[src/rtl/rmw_pkg.sv]
`timescale 1ns/1ps
package rmw_pkg;
  typedef enum logic [2:0] {
    S_IDLE, S_WAIT, S_RD, S_DW, S_MW, S_FIN
  } seq_state_t;

  localparam logic [2:0] OP_SHL_OR  = 3'd0;
  localparam logic [2:0] OP_ROL_AND = 3'd1;
  localparam logic [2:0] OP_SHR_XOR = 3'd2;
  localparam logic [2:0] OP_ROR_ADC = 3'd3;
  localparam logic [2:0] OP_DEC_CMP = 3'd6;
  localparam logic [2:0] OP_INC_SBC = 3'd7;

  function automatic logic op_supported(input logic [2:0] op);
    return (op != 3'd4) && (op != 3'd5);
  endfunction
endpackage

[src/rtl/rmw_modify.sv]
`timescale 1ns/1ps
module rmw_modify
  import rmw_pkg::*;
#(
  parameter int DW = 8
) (
  input  logic [2:0]    op,
  input  logic [DW-1:0] din,
  input  logic          cin,
  output logic [DW-1:0] dout,
  output logic          cout
);
  always_comb begin
    dout = din;
    cout = cin;
    case (op)
      OP_SHL_OR:  begin dout = {din[DW-2:0], 1'b0}; cout = din[DW-1]; end
      OP_ROL_AND: begin dout = {din[DW-2:0], cin};  cout = din[DW-1]; end
      OP_SHR_XOR: begin dout = {1'b0, din[DW-1:1]}; cout = din[0];    end
      OP_ROR_ADC: begin dout = {cin, din[DW-1:1]};  cout = din[0];    end
      OP_DEC_CMP: dout = din - {{(DW-1){1'b0}}, 1'b1};
      OP_INC_SBC: dout = din + {{(DW-1){1'b0}}, 1'b1};
      default:    ;
    endcase
  end
endmodule

[src/rtl/rmw_alu.sv]
`timescale 1ns/1ps
module rmw_alu
  import rmw_pkg::*;
#(
  parameter int DW = 8
) (
  input  logic [2:0]    op,
  input  logic [DW-1:0] a,
  input  logic [DW-1:0] m,
  input  logic          mc,
  input  logic          v_in,
  output logic [DW-1:0] res,
  output logic          n,
  output logic          z,
  output logic          c,
  output logic          v
);
  localparam int MSB = DW - 1;

  logic [DW:0]   add_sum, sub_sum, cmp_sum;
  logic [DW-1:0] flag_src;

  assign add_sum = {1'b0, a} + {1'b0, m} + {{DW{1'b0}}, mc};
  assign sub_sum = {1'b0, a} + {1'b0, ~m} + {{DW{1'b0}}, mc};
  assign cmp_sum = {1'b0, a} + {1'b0, ~m} + {{DW{1'b0}}, 1'b1};

  always_comb begin
    res = a;
    c   = mc;
    v   = v_in;
    case (op)
      OP_SHL_OR:  res = a | m;
      OP_ROL_AND: res = a & m;
      OP_SHR_XOR: res = a ^ m;
      OP_ROR_ADC: begin
        res = add_sum[DW-1:0];
        c   = add_sum[DW];
        v   = ~(a[MSB] ^ m[MSB]) & (a[MSB] ^ add_sum[MSB]);
      end
      OP_DEC_CMP: c = cmp_sum[DW];
      OP_INC_SBC: begin
        res = sub_sum[DW-1:0];
        c   = sub_sum[DW];
        v   = (a[MSB] ^ m[MSB]) & (a[MSB] ^ sub_sum[MSB]);
      end
      default: ;
    endcase
    flag_src = (op == OP_DEC_CMP) ? cmp_sum[DW-1:0] : res;
    n = flag_src[MSB];
    z = (flag_src == '0);
  end
endmodule

[src/rtl/rmw_seq.sv]
`timescale 1ns/1ps
module rmw_seq
  import rmw_pkg::*;
#(
  parameter int ZP_WAIT  = 1,
  parameter int ABS_WAIT = 2,
  parameter int IDX_WAIT = 3
) (
  input  logic       clk,
  input  logic       rst,
  input  logic       start,
  input  logic [2:0] op,
  input  logic [1:0] mode,
  output seq_state_t state,
  output logic       accept,
  output logic       done
);
  localparam int CW = $clog2(IDX_WAIT + 1);

  logic [CW-1:0] cnt;
  logic [CW-1:0] wait_len;

  always_comb begin
    case (mode)
      2'd0:    wait_len = CW'(ZP_WAIT);
      2'd1:    wait_len = CW'(ABS_WAIT);
      default: wait_len = CW'(IDX_WAIT);
    endcase
  end

  assign accept = (state == S_IDLE) && start && op_supported(op);

  always_ff @(posedge clk) begin
    if (rst) begin
      state <= S_IDLE;
      cnt   <= '0;
      done  <= 1'b0;
    end else begin
      done <= 1'b0;
      case (state)
        S_IDLE: if (accept) begin
          state <= S_WAIT;
          cnt   <= wait_len;
        end
        S_WAIT: begin
          cnt <= cnt - CW'(1);
          if (cnt == CW'(1)) state <= S_RD;
        end
        S_RD:  state <= S_DW;
        S_DW:  state <= S_MW;
        S_MW:  state <= S_FIN;
        S_FIN: begin
          state <= S_IDLE;
          done  <= 1'b1;
        end
        default: state <= S_IDLE;
      endcase
    end
  end

  p_done_single_r2: assert property (@(posedge clk) disable iff (rst)
    done |=> !done);
  p_done_after_fin_r2: assert property (@(posedge clk) disable iff (rst)
    $rose(done) |-> $past(state) == S_FIN);
  p_busy_holds_r10: assert property (@(posedge clk) disable iff (rst)
    (state != S_IDLE && state != S_FIN) |=> state != S_IDLE);
endmodule

[src/rtl/rmw_combo_seq.sv]
`timescale 1ns/1ps
module rmw_combo_seq
  import rmw_pkg::*;
#(
  parameter int AW = 16,
  parameter int DW = 8
) (
  input  logic          clk,
  input  logic          rst,
  input  logic          start,
  input  logic [2:0]    op,
  input  logic [1:0]    mode,
  input  logic [AW-1:0] ea,
  input  logic [DW-1:0] a_in,
  input  logic          c_in,
  input  logic          v_in,
  output logic [AW-1:0] mem_addr,
  output logic          mem_re,
  output logic          mem_we,
  output logic [DW-1:0] mem_wdata,
  input  logic [DW-1:0] mem_rdata,
  output logic [DW-1:0] a_out,
  output logic          flag_n,
  output logic          flag_z,
  output logic          flag_c,
  output logic          flag_v,
  output logic          busy,
  output logic          done
);
  seq_state_t    state;
  logic          accept;
  logic [2:0]    op_q;
  logic [AW-1:0] addr_q;
  logic [DW-1:0] a_q, mod_q, mod_d, alu_res;
  logic          c_q, v_q, mc_q, mc_d;
  logic          alu_n, alu_z, alu_c, alu_v;

  rmw_seq u_seq (
    .clk(clk), .rst(rst), .start(start), .op(op), .mode(mode),
    .state(state), .accept(accept), .done(done)
  );

  rmw_modify #(.DW(DW)) u_modify (
    .op(op_q), .din(mem_rdata), .cin(c_q), .dout(mod_d), .cout(mc_d)
  );

  rmw_alu #(.DW(DW)) u_alu (
    .op(op_q), .a(a_q), .m(mod_q), .mc(mc_q), .v_in(v_q),
    .res(alu_res), .n(alu_n), .z(alu_z), .c(alu_c), .v(alu_v)
  );

  assign busy      = (state != S_IDLE);
  assign mem_addr  = addr_q;
  assign mem_re    = (state == S_RD);
  assign mem_we    = (state == S_DW) || (state == S_MW);
  assign mem_wdata = (state == S_DW) ? mem_rdata : mod_q;

  always_ff @(posedge clk) begin
    if (rst) begin
      op_q   <= '0;
      addr_q <= '0;
      a_q    <= '0;
      c_q    <= 1'b0;
      v_q    <= 1'b0;
      mod_q  <= '0;
      mc_q   <= 1'b0;
      a_out  <= '0;
      flag_n <= 1'b0;
      flag_z <= 1'b0;
      flag_c <= 1'b0;
      flag_v <= 1'b0;
    end else begin
      if (accept) begin
        op_q   <= op;
        addr_q <= ea;
        a_q    <= a_in;
        c_q    <= c_in;
        v_q    <= v_in;
      end
      if (state == S_DW) begin
        mod_q <= mod_d;
        mc_q  <= mc_d;
      end
      if (state == S_FIN) begin
        a_out  <= alu_res;
        flag_n <= alu_n;
        flag_z <= alu_z;
        flag_c <= alu_c;
        flag_v <= alu_v;
      end
    end
  end

  p_read_then_write_r3: assert property (@(posedge clk) disable iff (rst)
    $rose(mem_we) |-> $past(mem_re));
  p_write_pair_r3: assert property (@(posedge clk) disable iff (rst)
    $rose(mem_we) |=> mem_we);
  p_write_ends_r3: assert property (@(posedge clk) disable iff (rst)
    (mem_we && $past(mem_we)) |=> !mem_we);
  p_addr_held_r3: assert property (@(posedge clk) disable iff (rst)
    (mem_we || mem_re) |-> $stable(mem_addr));
  p_cmp_keeps_a_r8: assert property (@(posedge clk) disable iff (rst)
    (done && op_q == OP_DEC_CMP) |-> a_out == a_q);
endmodule

[config.mk]
export PLATFORM = sky130hd
export DESIGN_NAME = rmw_combo_seq
export DESIGN_NICKNAME = d
export VERILOG_FILES = /design/src/rtl/rmw_pkg.sv /design/src/rtl/rmw_modify.sv /design/src/rtl/rmw_alu.sv /design/src/rtl/rmw_seq.sv /design/src/rtl/rmw_combo_seq.sv
export SDC_FILE = /design/constraint.sdc
export NUM_CORES = 1
export LEC_CHECK = 0
export BUFFER_PORTS_ARGS = -buffer_cell sky130_fd_sc_hd__buf_2
export CORE_MARGIN = 2
export CORE_UTILIZATION = 25
export DETAILED_ROUTE_END_ITERATION = 8
export PLACE_DENSITY_LB_ADDON = 0.2
export SYNTH_ARGS = -nofsm -noshare
export SYNTH_HDL_FRONTEND = slang
export SYNTH_SLANG_ARGS = --single-unit
export TNS_END_PERCENT = 50
[constraint.sdc]
create_clock -name clk -period 3 [get_ports clk]
set_input_delay 0.15 -clock clk [delete_from_list [all_inputs] [get_ports clk]]
set_output_delay 0.15 -clock clk [all_outputs]
set_load 0.1 [all_outputs]
After elaboration in Yosys (flattened, before gate mapping) --
Index checks and enable logic that the tools add are counted.
Storage, ports and cells: output and inout port bits 40, input port bits 42, register bits 56, logic and storage cells 77
Operators by class: mux-type cells 14, eq/ne operators 16, $add $sub $neg 8, reduce and logical (&&, ||, !) cells 14, bitwise gates (word level) 10
Operators with widths (count):
- $pmux 8 s6 | 1
- $pmux 8 s5 | 1
- $add 8x8->9 | 2
- $add 9x1->9 | 2
- $mux 8 | 2
- $pmux 3 s5 | 1
- $eq 3x2->1 const B | 4
- $eq 3x3->1 const B | 4
- $add 9x1->9 const B | 1
- $add 8x1->8 const B | 1
- $and 8x8->8 | 1
- $logic_not 8->1 | 1
- $not 8->8 | 1
- $or 8x8->8 | 1
- $pmux 2 s2 | 2
- $sub 8x1->8 const B | 1
- $xor 8x8->8 | 1
- $eq 3x1->1 const B | 2
- $logic_not 3->1 | 2
- $mux 3 | 2
- $ne 3x3->1 const B | 2
- $eq 2x1->1 const B | 2
- $pmux 1 s2 | 2
- $reduce_and 2->1 | 2
- 15 further kinds | 21

Longest topological paths before layout --
depth in word-level cells 6, mapped depth 13, depth with buffers taken out 13

Modules after synthesis --
From an unflattened synthesis, not the netlist that was laid out.
Second synthesis, totals: cell total of the unflattened synthesis 585, area, all modules 4982.3 um^2
Modules (own cells, without submodules):
- rmw_combo_seq | sequential area each 1001.0 um^2, cells each 200, instances 1, area each 2108.3 um^2
- rmw_alu | sequential area each 0.0 um^2, cells each 271, instances 1, area each 1964.4 um^2
- rmw_modify | sequential area each 0.0 um^2, cells each 74, instances 1, area each 575.6 um^2
- rmw_seq | sequential area each 120.1 um^2, cells each 40, instances 1, area each 334.1 um^2

Worst setup path after synthesis --
Ideal clock, no wire load.
path type register to register, start point reg u_seq.state[2], end point reg mod_q[2], arrival 3282 ps, stages on the path, launching flop included 6, required time 2926 ps, setup slack -357 ps, buffers on the path 1, clock period less this slack 3357 ps, path through dfxtp_1 > clkbuf_1 > nor2_1 > o21ai_0 > o21ai_0 > nor2_1
Between the ends: word-level cells in the longest chain between the ends 1
RTL lines:
- start: declaration | RTL line rmw_seq.sv:14 | output seq_state_t state,
- start signal: assignment | RTL line rmw_seq.sv:35 | state <= S_IDLE;
- start signal: assignment | RTL line rmw_seq.sv:42 | state <= S_WAIT;
- start signal: assignment | RTL line rmw_seq.sv:47 | if (cnt == CW'(1)) state <= S_RD;
- $eq 3x2->1 | RTL line rmw_combo_seq.sv:80 | if (state == S_DW) begin
- end signal: assignment | RTL line rmw_combo_seq.sv:81 | mod_q <= mod_d;
- end: declaration | RTL line rmw_combo_seq.sv:34 | logic [DW-1:0] a_q, mod_q, mod_d, alu_res;
Every way passes these cells. A chain may end at the register's enable or synchronous reset.

Final worst setup path --
start point reg mod_q[0], end point reg flag_n
Between the ends: word-level cells in the longest chain between the ends 5, elaborated cells on any way between the ends 8
RTL lines:
- $not 8->8 | RTL line rmw_alu.sv:24, rmw_alu.sv:25
- $add 8x8->9 | RTL line rmw_alu.sv:24, rmw_alu.sv:25
- $add 9x1->9 | RTL line rmw_alu.sv:24 | assign sub_sum = {1'b0, a} + {1'b0, ~m} + {{DW{1'b0}}, mc};
- $pmux 8 s5 | RTL line rmw_alu.sv:31 | case (op)
- $mux 8 (*) | RTL line rmw_alu.sv:48 | flag_src = (op == OP_DEC_CMP) ? cmp_sum[DW-1:0] : res;
- end signal: assignment | RTL line rmw_combo_seq.sv:86 | flag_n <= alu_n;
- end: declaration | RTL line rmw_combo_seq.sv:23 | output logic flag_n,
Every way passes the cells marked *; elsewhere a longest branch is shown, timed or not.

==> metrics.md <==
| Metric | Value |
|---|---|
| Die area | `18600 sq um` |
| Seq cells post-synth | `56` |
| Die H | `136 um` |
| CTS tree | `yes` |
| Row count | `48` |
| PD cells | `461 nW/um^2` |
| Final-stage net count | `751` |
| Routed Antenna Nets | `0` |
| Commonest cells in the netlist | `nand2_1, a21oi_1, dfxtp_1` |
| RSZ-0062 raised after global routing | `true` |
| Sequential power share | `33.0%` |
| Syn Inst Count | `584` |
| Skew-Pair Late Insertion Delay | `310 ps` |
| Worst-Margin Slew | `804 ps` |
| Grt ovf | `0` |
| Peak supply drop | `0.259 mV` |
| Post-synthesis sequential area ratio | `25.6%` |
| PnR worst setup slack | `74.4 ps` |
| Setup TNS | `0 ps` |
| Critical path class | `reg2reg` |
| Status | `finished clean` |
| CTS Root Cell | `clkbuf_16` |
| Htree depth | `2` |
| Comb pwr share | `41.5%` |
| # fillers | `1895` |
| Final max-slew violation count | `0` |
| Share of the synthesized area in the top cell type | `25.6%` |
| Post-synth cell types | `73` |
| Total CTS buffers | `5` |
| Die Width | `136 um` |
| Initial antenna violation count | `0` |
| Cell taking the most area after synthesis | `dfxtp_1` |
| Worst Path Arrival | `3140 ps` |
| DRC viols | `0` |
| First-pass GRT wire length | `22100 um` |
| Crit path from | `mod_q[0]` |
| Initial Utilization | `25.5%` |
| Antenna Cells | `0` |
| NetSw | `1.01 mW` |
| Main synth FF type | `dfxtp_1` |
| Static Leak | `2.27 nW` |
| Post-Route WL | `13800 um` |
| Design Power | `2.47 mW` |
| Tcrit/Tclk final | `97.5%` |
| Post-DR vias/cell | `4.82` |
| Post-Syn Area | `4380 sq um` |
| Ys async rst share | `0%` |
| Largest net degree at the start of global routing | `39` |
| Count leader, synth | `nand2_1` |
| DP Wirelength | `10700 um` |
| Startpoint Class | `flip-flop` |
| DRT iter0 DRCs | `195` |
| Synthesized area per cell | `7.49 sq um` |
| Critical path capture point type | `flip-flop` |
| Worst r2r src | `mod_q[0]` |
| Worst Hold Class | `in2reg` |
| Tmin final | `2930 ps` |
| Via count | `4326` |
| CTS clk-pin slew, worst paths | `90 ps` |
| Gp weighted congestion | `0.828` |
| Top Ports | `82` |
| Reg-to-reg endpoint | `flag_n` |
| FF-to-FF path depth | `12` |
| Area occupied by multi-input gates | `3000 sq um` |
| CP Max Fanout | `4` |
| Area Overhead vs Synth | `22.5%` |
| Syn nets | `664` |
| Maximum Capacitance Violations | `0` |
| FMAX | `0.342 GHz` |
| Crit path required time | `3210 ps` |
| Pre-CTS WS | `-1.28 ps` |
| Final setup viols | `0` |
| Core area | `17200 sq um` |
| R2R setup slack | `70 ps` |
| Share of layout cells above drive strength 1 | `22.8%` |
| Vias in the first global route | `4142` |
| Clk pwr share | `25.5%` |
| Setup Skew | `11.8 ps` |
| Clock Sinks | `56` |
| All-Layer GR Usage | `15.1%` |
| Switching Fraction | `40.8%` |
| Internal | `1.46 mW` |
| EDFF count, synth | `0` |
| Sequential cell area | `1130 sq um` |
| Pre-antenna DRT Iters | `4` |
| Max Root-Sink Buffers | `2` |
| Synth area leaders | `dfxtp_1, ha_1, nand2_1` |
| Yosys warnings | `0` |
| Port Buffer Count | `81` |
| Hold Fails Final Rpt | `0` |
| Per-cell routed wire length | `15.4 um` |
| Critical path endpoint | `flag_n` |
| Slew headroom | `46.2%` |
[per-stage QoR]
stage,cells,util (%),area (sq um),hold WS [ps]
6_report,897,31.2,5360,77.6
5_1_grt,897,31.2,5360,68.2
4_1_cts,893,30.7,5280,71.1
3_5_place_dp,885,29.8,5120,400
3_3_place_gp,885,29.8,5120,390
2_1_floorplan,584,-,4380,286
[cell usage in the layout (no fill, tap or decap), drive strengths merged, types with 4 or more instances in the layout]
| cell type | count |
|---|---|
| mux2i | 6 |
| nand2 | 107 |
| nand2b | 8 |
| nor2b | 5 |
| a21o | 7 |
| o2111ai | 4 |
| o21bai | 4 |
| o21ai | 38 |
| nor2 | 38 |
| buf | 112 |
| o31ai | 5 |
| nand3 | 9 |
| xor2 | 6 |
| nand3b | 5 |
| nor3 | 12 |
| mux4 | 4 |
| ha | 34 |
| xnor2 | 16 |
| a211oi | 10 |
| o21a | 6 |
| inv | 44 |
| clkbuf | 5 |
| fa | 4 |
| or2 | 4 |
| a21oi | 61 |
| o211ai | 5 |
| a31oi | 5 |
| dfxtp | 56 |
[worst min-delay path by stage]
stage	start	cells past startpoint	to
final	ea[11]	3	mem_addr[11]
after global routing	ea[11]	3	mem_addr[11]
after CTS	ea[11]	3	mem_addr[11]
after detailed placement	ea[13]	3	mem_addr[13]
after global placement	ea[13]	3	mem_addr[13]
after floorplan	v_in	2	v_q
[kinds of logic after synthesis]
kind of cell / synth area share (%)
adders and majority gates: 11.6
DFF: 25.6
AOI/OAI and AO/OA: 26.5
and+or+nand+nor: 20.8
xor gates and xnor gates: 4.92
buffers and inverters: 7.21
muxes: 3.43
[critical path: stages, from the launching register on]
cell,delay (ps)
dfxtp_2,340
inv_4,60
ha_4,130
inv_2,40
fa_2,340
or2_4,270
a211o_1,350
a211oi_4,330
o2111ai_2,190
o31a_1,340
o21ai_2,150
o211ai_1,120
o211a_1,170
[flip-flops by register name (all words and copies together) (netlist names)]
name / flops
mem_addr: 16
a_out: 8
a_q: 8
mod_q: 8
op_q: 3
u_seq.state: 3
u_seq.cnt: 2
c_q: 1
flag_c: 1
flag_n: 1
flag_v: 1
flag_z: 1
mc_q: 1
u_seq.done: 1
v_q: 1
[area by class of cell]
type                    instances  area share, %
multi-input cells             452           56.0
well taps                     225           5.25
flip-flops and latches         56           21.0
clock inverters                 3          0.420
inverters                      44           3.13
clock buffers                   5           2.33
repair buffers                112           11.9
[layer usage]
layer / vias to the layer above / wire (um) / part of all wire [%] / GRT usage [%]
met4: 0 / 74 / 0.54 / 2.31
li1: 2210 / - / - / -
met5: - / 0 / 0 / 0
met3: 8 / 796 / 5.8 / 3.17
met2: 106 / 6180 / 45 / 24.6
met1: 2002 / 6720 / 49 / 20.8
[power by group through the flow]
stage,clock network (mW),registers (mW),logic (mW)
floorplan,0,0.960,0.633
global placement,0,0.831,0.984
detailed placement,0,0.832,0.995
CTS,0.649,0.815,1.00
global route,0.678,0.822,1.12
finish,0.630,0.815,1.03
[timing repair]
item,in CTS,in global routing
setup endpoints to repair,2,6
pin swaps,0,7
resized for setup,2,16
buffers inserted,0,4
hold buffers,0,0
(Power assumes the default switching activity.)
